===== src/rtl/tmr_vote_pkg.sv =====
package tmr_vote_pkg;
  localparam int NCOPY = 3;

  typedef enum logic [1:0] {
    LVL_SIMPLEX = 2'd0,
    LVL_DUAL    = 2'd1,
    LVL_TRIPLE  = 2'd2,
    LVL_TRIPLE2 = 2'd3
  } lvl_e;

  function automatic logic [NCOPY-1:0] copy_mask(input lvl_e lv);
    case (lv)
      LVL_SIMPLEX: copy_mask = 3'b001;
      LVL_DUAL:    copy_mask = 3'b011;
      default:     copy_mask = 3'b111;
    endcase
  endfunction
endpackage


===== src/rtl/tmr_vote_core.sv =====
module tmr_vote_core
  import tmr_vote_pkg::*;
#(
  parameter int DATA_W = 32
) (
  input  lvl_e                    lv,
  input  logic [NCOPY*DATA_W-1:0] words,
  output logic [DATA_W-1:0]       voted,
  output logic                    disagree,
  output logic [NCOPY-1:0]        blame
);
  logic [DATA_W-1:0] w0, w1, w2, maj;

  assign w0 = words[0*DATA_W +: DATA_W];
  assign w1 = words[1*DATA_W +: DATA_W];
  assign w2 = words[2*DATA_W +: DATA_W];

  for (genvar b = 0; b < DATA_W; b++) begin : g_bit
    assign maj[b] = (w0[b] & w1[b]) | (w0[b] & w2[b]) | (w1[b] & w2[b]);
  end

  always_comb begin
    voted    = w0;
    blame    = '0;
    disagree = 1'b0;
    case (lv)
      LVL_SIMPLEX: ;
      LVL_DUAL: begin
        if (w0 != w1) begin
          disagree = 1'b1;
          blame    = 3'b011;
        end
      end
      default: begin
        voted    = maj;
        blame[0] = (w0 != maj);
        blame[1] = (w1 != maj);
        blame[2] = (w2 != maj);
        disagree = |blame;
      end
    endcase
  end
endmodule


===== src/rtl/tmr_sat_counter.sv =====
module tmr_sat_counter #(
  parameter int CNT_W = 32
) (
  input  logic             clk,
  input  logic             rst_n,
  input  logic             clr,
  input  logic             inc,
  output logic [CNT_W-1:0] cnt
);
  localparam logic [CNT_W-1:0] TOP = '1;

  always_ff @(posedge clk or negedge rst_n) begin
    if (!rst_n)                 cnt <= '0;
    else if (clr)               cnt <= '0;
    else if (inc && cnt != TOP) cnt <= cnt + 1'b1;
  end
endmodule


===== src/rtl/tmr_out_stage.sv =====
module tmr_out_stage #(
  parameter int DATA_W = 32
) (
  input  logic              clk,
  input  logic              rst_n,
  input  logic              load,
  input  logic [DATA_W-1:0] d_in,
  input  logic              e_in,
  input  logic              ready_dn,
  output logic              can_take,
  output logic              q_valid,
  output logic [DATA_W-1:0] q_data,
  output logic              q_err
);
  assign can_take = !q_valid || ready_dn;

  always_ff @(posedge clk or negedge rst_n) begin
    if (!rst_n) begin
      q_valid <= 1'b0;
      q_data  <= '0;
      q_err   <= 1'b0;
    end else if (load) begin
      q_valid <= 1'b1;
      q_data  <= d_in;
      q_err   <= e_in;
    end else if (ready_dn) begin
      q_valid <= 1'b0;
    end
  end
endmodule


===== src/rtl/tmr_vote_unit.sv =====
module tmr_vote_unit
  import tmr_vote_pkg::*;
#(
  parameter int DATA_W = 32,
  parameter int CNT_W  = 32
) (
  input  logic                    clk,
  input  logic                    rst_n,
  input  logic [1:0]              level,
  input  logic                    clr_cnt,
  input  logic                    in_valid,
  output logic                    in_ready,
  input  logic [3*DATA_W-1:0]     in_data,
  output logic                    out_valid,
  input  logic                    out_ready,
  output logic [DATA_W-1:0]       out_data,
  output logic                    out_err,
  output logic [3*CNT_W-1:0]      err_cnt,
  input  logic                    wr_valid,
  output logic                    wr_ready,
  input  logic [DATA_W-1:0]       wr_data,
  output logic [2:0]              cp_wr_valid,
  input  logic [2:0]              cp_wr_ready,
  output logic [DATA_W-1:0]       cp_wr_data
);
  lvl_e              lv;
  logic [DATA_W-1:0] voted;
  logic              disagree;
  logic [NCOPY-1:0]  blame;
  logic              take;
  logic [NCOPY-1:0]  mask;

  assign lv = lvl_e'(level);

  tmr_vote_core #(.DATA_W(DATA_W)) u_core (
    .lv(lv), .words(in_data), .voted(voted), .disagree(disagree), .blame(blame)
  );

  tmr_out_stage #(.DATA_W(DATA_W)) u_out (
    .clk(clk), .rst_n(rst_n), .load(take), .d_in(voted), .e_in(disagree),
    .ready_dn(out_ready), .can_take(in_ready), .q_valid(out_valid),
    .q_data(out_data), .q_err(out_err)
  );

  assign take = in_valid && in_ready;

  for (genvar s = 0; s < NCOPY; s++) begin : g_slot
    tmr_sat_counter #(.CNT_W(CNT_W)) u_cnt (
      .clk(clk), .rst_n(rst_n), .clr(clr_cnt), .inc(take && blame[s]),
      .cnt(err_cnt[s*CNT_W +: CNT_W])
    );
  end

  // write multicast: all enabled copies move together or none does
  assign mask        = copy_mask(lv);
  assign wr_ready    = &(cp_wr_ready | ~mask);
  assign cp_wr_valid = (wr_valid && wr_ready) ? mask : '0;
  assign cp_wr_data  = wr_data;
endmodule


===== config.mk =====
export PLATFORM = sky130hd
export DESIGN_NAME = tmr_vote_unit
export DESIGN_NICKNAME = d
export VERILOG_FILES = /design/src/rtl/tmr_vote_pkg.sv /design/src/rtl/tmr_vote_core.sv /design/src/rtl/tmr_sat_counter.sv /design/src/rtl/tmr_out_stage.sv /design/src/rtl/tmr_vote_unit.sv
export SDC_FILE = /design/constraint.sdc
export NUM_CORES = 1
export LEC_CHECK = 0
export ABC_AREA = 0
export BUFFER_PORTS_ARGS = -buffer_cell sky130_fd_sc_hd__buf_2
export CELL_PAD_IN_SITES_DETAIL_PLACEMENT = 0
export CELL_PAD_IN_SITES_GLOBAL_PLACEMENT = 1
export CORE_ASPECT_RATIO = 1.1
export CORE_MARGIN = 1
export CORE_UTILIZATION = 38
export CTS_BUF_LIST = sky130_fd_sc_hd__clkbuf_4
export CTS_CLUSTER_DIAMETER = 50
export DETAILED_ROUTE_END_ITERATION = 7
export PLACE_DENSITY = 0.89
export SLEW_MARGIN = 20
export SYNTH_ARGS = -nofsm -noshare
export SYNTH_HDL_FRONTEND = slang
export SYNTH_SLANG_ARGS = --single-unit

===== constraint.sdc =====
create_clock -name clk -period 3.55 [get_ports clk]
set_clock_uncertainty 0.1 [all_clocks]
set_input_delay 0.355 -clock clk [delete_from_list [all_inputs] [get_ports clk]]
set_output_delay 0.355 -clock clk [all_outputs]
set_load 0.01 [all_outputs]

==> impl_metrics.py, run 1 <==
metrics = {
    "floorplanning": {
        "die-width_um": 153,
        "floorplan.rows": 60,
        "coreArea_mm2": 0.0246,
        "dieArea_mm2": 0.0258,
        "io_pins": 306,
        "fp.dieH_um": 168,
        "initial_utilization": 0.389,
    },
    "run_status": {
        "status": "finished, final reports clean",
    },
    "global_routing": {
        "grt.overflow.total": 0,
        "grt_antenna_before_repair": 3,
        "grt_pass1_wl_um": 56400,
        "grt.total_usage": 0.288,
        "grt_max_degree": 94,
        "grt_pass1_vias": 9690,
    },
    "sta": {
        "finalCritPeriodShare": 0.848,
        "setup_viol": 0,
        "worst_slew_margin_rel": 0.350,
        "period_needed_ns": 3.01,
        "hold_viol_final": 0,
        "drv_slew": 0,
        "fin_tns_setup_ns": 0,
        "worstMarginPinSlew_ns": 0.975,
        "fmax_ghz": 0.332,
        "rsz0062_at_grt": "false",
    },
    "worst_setup_path": {
        "path_cells": "ha_1 -> and4_1 -> nand4_1 -> or3_1 -> or3_1 -> nand2_1 -> buf_4 -> or4_1 -> nor3_1 -> a21o_1",
        "reg2reg_to": "g_slot[0].u_cnt.cnt[18]",
        "cp_max_fo": 10,
        "cp_slowest_stage_delay_ns": 0.50,
        "cp_num_buf_inv": 1,
        "reg2reg_depth": 10,
        "cp_common_cell": "or3_1",
        "cp-start-kind": "flip-flop",
        "timing.rr.start": "g_slot[0].u_cnt.cnt[0]",
        "r2r_slack_ns": 0.54,
        "cp_slowest_cell": "or3_1",
        "endpoint_kind": "flip-flop",
        "path_class": "flip-flop to flip-flop",
        "cp.arrival_ns": 3.39,
        "critPathRequiredTime_ns": 3.93,
        "path_delay_family": "simple AND/OR/NAND/NOR gates",
    },
    "clock_network": {
        "cts_tree": "yes",
        "cts_resized": 0,
        "cts_sinks": 130,
        "numCtsBuffers": 17,
        "clock_insertion_delay_worst_skew_ns": 0.59,
        "htreeDepth": 4,
        "clk_pin_slew_ns": 0.13,
        "postCtsSetupBuffers": 0,
        "clock_path_buffers": 2,
        "clock-root-buffer": "clkbuf_4",
    },
    "synth": {
        "postSynthAreaPerCell_um2": 8.05,
        "netlist_area_mm2": 0.00957,
        "synth_edf_count": 0,
        "ys.flop_type": "dfrtp_1",
        "yosys_warnings": 0,
        "synth_nets": 1363,
        "synthCells": 1189,
        "async_reset_ff_frac": 1.00,
        "ys_seq_area_frac": 0.340,
        "synth-seq-cells": 130,
        "synth_cell_types": 72,
    },
    "hold_path": {
        "hold_depth": 3,
        "hp-class": "input port to flip-flop",
        "worstHoldStart": "in_data[16]",
        "min_to": "u_out.q_data[16]",
    },
    "cells_and_area": {
        "fin_cells": 1765,
        "layout-drive-gt1-share": 0.251,
        "fin_nets": 1614,
        "area_delta_synth_final_pct": 21.3,
    },
    "placement": {
        "dpl.hpwl_um": 29200,
        "placedCellCount": 1728,
        "port_buffers": 241,
        "globalplace.congestion": 1.01,
    },
    "drt": {
        "finalWirelength_um": 37700,
        "dr.pass1.iters": 5,
        "vias_per_cell": 5.89,
        "vias": 10393,
        "wl_per_cell_um": 21.3,
        "drcViolationCount": 0,
        "ant_nets": 0,
        "drtIter0Drc": 806,
    },
    "pwr": {
        "leakage_uw": 0.00523,
        "vdd_ir_drop_max_v": 0.000172,
        "power_density_mw_per_mm2": 309,
    },
    "flow_run": {
        "cap_violations": 0,
    },
}
==> through the flow <==
stage	setup WS, ns	power, uW	hold slack (ns)	util	instance area, um^2
floorplan	0.598	2020	-0.0406	-	9570
global placement	0.148	2440	0.347	0.458	11300
detailed placement	0.139	2440	0.365	0.458	11300
CTS	0.534	3600	0.0398	0.471	11600
global route	0.336	3750	0.0851	0.471	11600
finish	0.540	3580	0.0741	0.471	11600
==> tightest hold or removal path: stages <==
cell	delay [ns]
buf_2	0.13
o21ai_0	0.16
o21ai_0	0.07
==> synth_stat cells, types with 28 or more instances <==
master      n  share of area
clkbuf_1   30          0.012
nand4_1    28          0.018
nor2_1    132          0.052
inv_1      51          0.020
xnor2_1    33          0.030
nor3b_1    28          0.022
nand2_1   101          0.040
o21ai_0    86          0.045
ha_1       35          0.046
a21oi_1   100          0.052
or3_1      29          0.019
dfrtp_1   130           0.34
nand3_1    42          0.022
o22ai_1    48          0.031
buf_4      33          0.026
nor4_1     35          0.023
nor4b_1    28          0.026
==> layout by cell type (no fill, tap or decap), drive strengths merged, types with 12 or more instances in the layout <==
cell type	instances
a21oi	100
nor2b	17
o31ai	12
nor4b	29
inv	56
nor3b	28
ha	35
nand4	29
nor3	15
xnor2	33
nor2	133
or4	24
or3	34
and3	17
clkbuf	17
o21ai	87
nor4	36
o22ai	48
nand2	102
dfrtp	130
a22oi	12
buf	304
nand3	42
==> layer usage <==
metal  wire, um  vias up  GRT usage
met5          8        -          0
met4       1990        2      0.166
met3       2320       78     0.0474
met2      18000      436      0.481
met1      15300     4963      0.353
li1           -     4914          -
==> power by group <==
part	total (uW)	internal [uW]	switching, uW
Combinational	849	311	538
Sequential	1580	1540	37.5
Clock	1150	495	658
==> area by class of cell <==
cell class	count	area [um^2]
fill	2553	13000
multi-input combinational	933	5710
sequential	130	3250
timing repair buffer	307	1760
tap	310	388
inverter	51	191
clock inverter	14	178
clock buffer	17	128
antenna	3	7.51
==> how the worst max path moves through the flow <==
stage,end,from,cells past startpoint
CTS,g_slot[0].u_cnt.cnt[18],g_slot[0].u_cnt.cnt[0],10
detailed placement,g_slot[1].u_cnt.cnt[14],in_data[3],10
floorplan,g_slot[1].u_cnt.cnt[18],in_data[3],9
finish,g_slot[0].u_cnt.cnt[18],g_slot[0].u_cnt.cnt[0],10
global placement,g_slot[1].u_cnt.cnt[14],in_data[3],10
global route,g_slot[0].u_cnt.cnt[18],g_slot[0].u_cnt.cnt[0],10
==> cell families after synthesis <==
group,count (synthesis),share of synthesized area
AND/OR/NAND/NOR,545,0.314
AO/OA/AOI/OAI,309,0.193
flip-flops,130,0.340
buffers and inverters,126,0.0651
XOR/XNOR,35,0.0320
adder cells (fa/ha/maj),35,0.0457
multiplexers,9,0.0105
==> registers in the layout, indices dropped and copies added (netlist names) <==
signal	count
g_slot.u_cnt.cnt	96
u_out.q_data	32
u_out.q_err	1
u_out.q_valid	1
==> timing repair <==
item | CTS | global route
hold buffers | 3 | 0
endpoints found under the setup margin | 0 | 0
hold endpoints to repair | 82 | 0
Power figures use the tool's default switching activity.
==> inputs of run 2 (changes only) <==
--- a/config.mk
+++ b/config.mk
@@ -5,7 +5,7 @@
 export SDC_FILE = /design/constraint.sdc
 export NUM_CORES = 1
 export LEC_CHECK = 0
-export ABC_AREA = 0
+export ABC_AREA = 1
 export BUFFER_PORTS_ARGS = -buffer_cell sky130_fd_sc_hd__buf_2
 export CELL_PAD_IN_SITES_DETAIL_PLACEMENT = 0
 export CELL_PAD_IN_SITES_GLOBAL_PLACEMENT = 1
@@ -15,7 +15,7 @@
 export CTS_BUF_LIST = sky130_fd_sc_hd__clkbuf_4
 export CTS_CLUSTER_DIAMETER = 50
 export DETAILED_ROUTE_END_ITERATION = 7
-export PLACE_DENSITY = 0.89
+export PLACE_DENSITY = 0.9
 export SLEW_MARGIN = 20
 export SYNTH_ARGS = -nofsm -noshare
 export SYNTH_HDL_FRONTEND = slang
==> constraint.sdc (replaced) <==
create_clock -name clk -period 2.88 [get_ports clk]
set_clock_uncertainty 0.1 [all_clocks]
set_input_delay 0.288 -clock clk [delete_from_list [all_inputs] [get_ports clk]]
set_output_delay 0.288 -clock clk [all_outputs]
set_load 0.01 [all_outputs]
==> impl_metrics.py, run 2 <==
metrics = {
    "run_status": {
        "status": "finished, final reports clean",
    },
    "pwr": {
        "leakage_uw": 0.00785,
        "power_density_mw_per_mm2": 327,
        "finalPower_uw": 4560,
        "vdd_ir_drop_max_v": 0.000168,
    },
    "worst_setup_path": {
        "reg2reg_depth": 11,
        "timing.rr.start": "g_slot[1].u_cnt.cnt[0]",
        "cp_slowest_cell": "nor2_2",
        "cp_num_buf_inv": 3,
        "cp_slowest_stage_delay_ns": 0.54,
        "path_class": "input port to flip-flop",
        "path_depth": 14,
        "path_delay_family": "simple AND/OR/NAND/NOR gates",
        "critPathRequiredTime_ns": 3.26,
        "cp_max_fo": 32,
        "endpoint_kind": "flip-flop",
        "cp-startpoint": "in_data[4]",
        "cp_common_cell": "nor2_1",
        "cp.arrival_ns": 2.96,
        "cp-start-kind": "input port",
        "path_cells": "dlygate4sd3_1 -> buf_2 -> ha_1 -> inv_1 -> nand4_1 -> nor2_1 -> nand2_1 -> nor2_1 -> nor2_1 -> nor2_1 -> nor2_2 -> nand2_4 -> nand3_1 -> nand2_1",
    },
    "cells_and_area": {
        "regMostFlops": "g_slot.u_cnt.cnt",
        "mostFrequentLayoutCell": "nand2_1",
        "final.fill_count": 3326,
        "largest_reg_flops": 96,
        "seq_area_mm2": 0.00325,
        "largestRegisters": "g_slot.u_cnt.cnt x96, u_out.q_data x32",
        "multiInputGateArea_mm2": 0.00702,
        "layout-drive-gt1-share": 0.143,
        "area_delta_synth_final_pct": 17.4,
        "fin_nets": 2309,
        "layout_common_cells": "nand2_1, inv_1, buf_2",
    },
    "floorplanning": {
        "fp.dieH_um": 188,
        "io_pins": 306,
        "initial_utilization": 0.389,
        "die-width_um": 171,
        "coreArea_mm2": 0.0306,
        "dieArea_mm2": 0.0320,
        "floorplan.rows": 67,
    },
    "global_routing": {
        "grt_max_degree": 71,
        "grt_pass1_vias": 12613,
        "grt_antenna_before_repair": 8,
        "grt_pass1_wl_um": 65000,
        "grt.total_usage": 0.257,
        "grt.overflow.total": 0,
    },
    "synth": {
        "synthTopCellsByArea": "dfrtp_1, nand2_1, nand4_1, inv_1, nand3_1",
        "synth_commonest_cells": "nand2_1, inv_1, nor2_1",
        "synthSimpleGateAreaFrac": 0.438,
        "async_reset_ff_frac": 1.00,
        "muxShareOfSynthArea": 0,
        "synth_top_family_by_area": "simple AND/OR/NAND/NOR gates",
        "synth_compound_area_frac": 0.0520,
        "synth_nets": 2086,
        "yosysTopAreaCellShare": 0.273,
        "yosys_warnings": 0,
        "synthXorXnorAreaFrac": 0.0626,
        "postSynthAreaPerCell_um2": 6.22,
        "yosysMostFrequentCell": "nand2_1",
        "synth-adder-area-share": 0.0368,
        "synth-seq-cells": 130,
        "ys.flop_type": "dfrtp_1",
        "netlist_area_mm2": 0.0119,
        "synth_cell_types": 35,
        "synthCells": 1912,
        "ys_seq_area_frac": 0.273,
        "yosysTopAreaCell": "dfrtp_1",
        "synth_edf_count": 0,
    },
    "drt": {
        "finalWirelength_um": 40800,
        "drtIter0Drc": 1125,
        "vias_per_cell": 5.24,
        "drcViolationCount": 0,
        "ant_nets": 0,
        "wl_per_cell_um": 15.9,
        "dr.pass1.iters": 5,
        "vias": 13443,
    },
    "placement": {
        "globalplace.congestion": 0.927,
        "dpl.hpwl_um": 31000,
        "port_buffers": 241,
    },
    "clock_network": {
        "clock_path_buffers": 2,
        "numCtsBuffers": 17,
        "htreeDepth": 4,
        "clk_pin_slew_ns": 0.12,
        "cts_sinks": 130,
        "clock_insertion_delay_worst_skew_ns": 0.59,
        "cts_tree": "yes",
        "clock-root-buffer": "clkbuf_4",
        "postCtsSetupBuffers": 0,
    },
    "sta": {
        "worstMarginPinSlew_ns": 0.730,
        "drv_slew": 0,
        "rsz0062_at_grt": "false",
        "finalCritPeriodShare": 0.897,
        "hold_viol_final": 0,
        "worst_slew_margin_rel": 0.513,
        "fmax_ghz": 0.387,
        "period_needed_ns": 2.58,
        "fin_tns_setup_ns": 0,
        "setup_viol": 0,
    },
    "hold_path": {
        "worstHoldStart": "in_data[85]",
        "hp-class": "input port to flip-flop",
        "hold_depth": 5,
    },
    "flow_run": {
        "cap_violations": 0,
    },
}
-- run 2: changes by cell type in the layout (fill, tap and decap cells not counted), moves of 32 or more --
cell,delta
nand2_1,+421
inv_1,+221
nand3_1,+150
nand4_1,+150
nor2_1,+71
xor2_1,+55
o21ai_0,-53
o22ai_1,-48
buf_4,-44
dlygate4sd3_1,+38
nor4_1,-32
-- run 2: report_power, final --
part           internal (uW)  leakage (uW)  switching [uW]  total [uW]
Combinational            411       0.00597             772        1180
Sequential              1910       0.00172            48.1        1950
Clock                    606      0.000154             822        1430
Total                   2920       0.00785            1640        4560
-- run 2: what timing repair did --
action | CTS | global route
endpoints found under the hold margin | 162 | 0
resized for setup | 0 | 0
hold buffers | 42 | 0
-- run 2: path summary, 6_finish.rpt --
kind,endpoint,slack [ns]
worst max-delay path,g_slot[1].u_cnt.cnt[0],0.30
worst min-delay path,u_out.q_data[21],0.06
worst max register to register,g_slot[1].u_cnt.cnt[0],0.35
worst min register to register,u_out.q_data[23],0.39
max in group asynchronous,u_out.q_data[16],1.47
min in group asynchronous,g_slot[2].u_cnt.cnt[20],0.50
-- run 2: cells by family (layout without fill, tap and decap cells) --
logic type,after synthesis,in the layout
buf+inv,375,610
simple gates,1166,1166
flops,130,130
compound gates,121,121
xor+xnor,85,85
other cells,0,5
fa+ha+maj,35,35
-- run 2: final cells by class --
type,count,share of cell area
Clock buffer,18,0.00968
Inverter,276,0.0744
Antenna cell,5,0.000896
Multi-Input combinational cell,1407,0.503
Clock inverter,13,0.0113
Tap cell,414,0.0371
Sequential cell,130,0.233
Timing Repair Buffer,303,0.131
-- run 2: metrics by stage --
step	cells	util	setup slack [ns]	instance area (um^2)	hold slack, ns
final	2566	0.456	0.297	14000	0.0595
after detailed placement	2488	0.432	0.231	13200	0.0857
after global placement	2488	0.432	0.248	13200	0.0824
after global routing	2566	0.456	0.0896	14000	0.0447
after floorplan	1912	-	0.981	11900	-0.108
after CTS	2561	0.456	0.328	14000	0.00901
-- run 2: tightest hold or removal path: stages --
cell	delay [ns]
buf_2	0.14
nand2_1	0.06
nand2_1	0.07
nand2_1	0.08
a21oi_1	0.06
-- run 2: layer usage --
metal  track usage  part of all wire
met4        0.0932             0.026
met2         0.431              0.47
met1         0.329              0.44
met3        0.0441             0.063
met5             0                 0
==> inputs of run 3 (changes only) <==
--- a/config.mk
+++ b/config.mk
@@ -9,7 +9,6 @@
 export BUFFER_PORTS_ARGS = -buffer_cell sky130_fd_sc_hd__buf_2
 export CELL_PAD_IN_SITES_DETAIL_PLACEMENT = 0
 export CELL_PAD_IN_SITES_GLOBAL_PLACEMENT = 1
-export CORE_ASPECT_RATIO = 1.1
 export CORE_MARGIN = 1
 export CORE_UTILIZATION = 38
 export CTS_BUF_LIST = sky130_fd_sc_hd__clkbuf_4
==> impl_metrics.py, run 3 (synthesis results as in run 2) <==
metrics = {
    "sta": {
        "timing.final.ws_setup_ns": 0.192,
        "finalCritPeriodShare": 0.933,
        "setup_viol": 0,
        "period_needed_ns": 2.69,
        "worst_slew_margin_rel": 0.580,
        "drv_slew": 0,
        "hold_viol_final": 0,
        "fin_tns_setup_ns": 0,
        "rsz0062_at_grt": "false",
        "worstMarginPinSlew_ns": 0.628,
        "fmax_ghz": 0.372,
    },
    "placement": {
        "place_area_mm2": 0.0133,
        "globalplace.congestion": 0.953,
        "port_buffers": 241,
        "dpl.hpwl_um": 30600,
        "dp_slack_ns": 0.131,
    },
    "clock_network": {
        "clock_path_buffers": 2,
        "clock_insertion_delay_worst_skew_ns": 0.55,
        "postCtsSetupBuffers": 0,
        "clock-root-buffer": "clkbuf_4",
        "cts_tree": "yes",
        "clk_pin_slew_ns": 0.15,
        "numCtsBuffers": 17,
        "cts_sinks": 130,
        "htreeDepth": 4,
    },
    "floorplanning": {
        "die-width_um": 179,
        "initial_utilization": 0.388,
        "dieArea_mm2": 0.0320,
        "floorplan.rows": 64,
        "io_pins": 306,
        "coreArea_mm2": 0.0307,
        "fp.dieH_um": 179,
    },
    "cells_and_area": {
        "final_area_mm2": 0.0140,
        "mostFrequentLayoutCell": "nand2_1",
        "multiInputGateArea_mm2": 0.00702,
        "layout-drive-gt1-share": 0.148,
        "layout_common_cells": "nand2_1, inv_1, buf_2",
        "seq_area_mm2": 0.00325,
        "area_delta_synth_final_pct": 17.5,
        "final.fill_count": 3227,
        "fin_nets": 2313,
        "final_util": 0.456,
        "regMostFlops": "g_slot.u_cnt.cnt",
        "largest_reg_flops": 96,
        "largestRegisters": "g_slot.u_cnt.cnt x96, u_out.q_data x32",
    },
    "run_status": {
        "status": "finished, final reports clean",
    },
    "worst_setup_path": {
        "critPathRequiredTime_ns": 3.28,
        "endpoint_kind": "flip-flop",
        "cp-start-kind": "input port",
        "cp_max_fo": 32,
        "cp.arrival_ns": 3.09,
        "path_class": "input port to flip-flop",
    },
    "global_routing": {
        "grt_use_met3": 0.0312,
        "grt_pass1_wl_um": 63300,
        "busiest_layer": "met2",
        "grt_pass1_vias": 12422,
        "grtUsageMet1": 0.339,
        "grt.overflow.total": 0,
        "grt.total_usage": 0.251,
        "use_met2": 0.414,
        "grt_max_degree": 65,
        "grt_antenna_before_repair": 4,
    },
    "pwr": {
        "power_frac_clock": 0.329,
        "power_density_mw_per_mm2": 332,
        "p_comb_frac": 0.249,
        "switchingPower_uw": 1630,
        "seqPwrFrac": 0.422,
        "swShare": 0.352,
        "leakage_uw": 0.00789,
        "intPower_uw": 3000,
        "vdd_ir_drop_max_v": 0.000304,
    },
    "drt": {
        "dr.pass1.iters": 7,
        "drtIter0Drc": 1059,
        "drcViolationCount": 0,
        "vias": 13472,
        "ant_nets": 0,
        "vias_per_cell": 5.28,
        "finalWirelength_um": 40200,
        "wl_per_cell_um": 15.7,
    },
    "flow_run": {
        "cap_violations": 0,
    },
    "hold_path": {
        "hp-class": "input port to flip-flop",
    },
}
-- run 3: per-layer routing --
layer,share of wire,vias to the layer above
li1,-,6665
met5,0,-
met2,0.46,474
met1,0.46,6274
met4,0.024,0
met3,0.061,59
-- run 3: power by group through the flow --
stage | sequential, uW | clock (uW) | combinational [uW]
2_1_floorplan | 2030 | 0 | 648
3_3_place_gp | 1990 | 0 | 1070
3_5_place_dp | 1990 | 0 | 1090
4_1_cts | 1960 | 1580 | 1150
5_1_grt | 1970 | 1670 | 1300
6_report | 1960 | 1530 | 1160
-- run 3: path summary, 6_finish.rpt --
path | start | endpoint | cells after the start | slack [ns]
min in group asynchronous | rst_n | u_out.q_data[9] | 2 | 0.09
hold / removal | in_data[91] | u_out.q_data[27] | 5 | 0.05
max in group asynchronous | rst_n | g_slot[0].u_cnt.cnt[5] | 3 | 1.84
hold reg to reg | u_out.q_data[29] | u_out.q_data[29] | 2 | 0.39
setup / recovery | in_data[14] | g_slot[1].u_cnt.cnt[29] | 14 | 0.19
setup reg to reg | g_slot[1].u_cnt.cnt[6] | g_slot[1].u_cnt.cnt[29] | 10 | 0.50
-- run 3: timing repair --
action,CTS,global route
endpoints found under the setup margin,0,22
hold endpoints to repair,161,0
resized for setup,0,1
hold buffers,37,0
-- run 3: worst max-delay path, stage by stage --
cell and delay, ns:
dlygate4sd3_1 0.54, buf_2 0.15, ha_1 0.29, nor2_1 0.27
nand3_1 0.11, nor2_1 0.22, nand2_1 0.10, nor2_1 0.13
nor2_1 0.05, nor2_1 0.21, nor2_4 0.16, nand2_4 0.33
nand3_1 0.14, nand2_1 0.09
-- run 3: metrics by stage --
stage | power (uW) | std cells | hold slack, ns
after global placement | 3060 | 2479 | 0.132
after detailed placement | 3080 | 2479 | 0.138
final | 4640 | 2551 | 0.0472
after global routing | 4930 | 2551 | 0.00978
after floorplan | 2670 | 1912 | -0.108
after CTS | 4680 | 2547 | 0.00276
-- run 3: final cells by class --
cell class | count | share of cell area
flip-flops and latches | 130 | 0.233
well taps | 396 | 0.0354
multi-input cells | 1407 | 0.502
inverters | 276 | 0.0743
diodes | 4 | 0.000716
clock buffers | 17 | 0.00913
clock inverters | 14 | 0.0148
repair buffers | 307 | 0.131
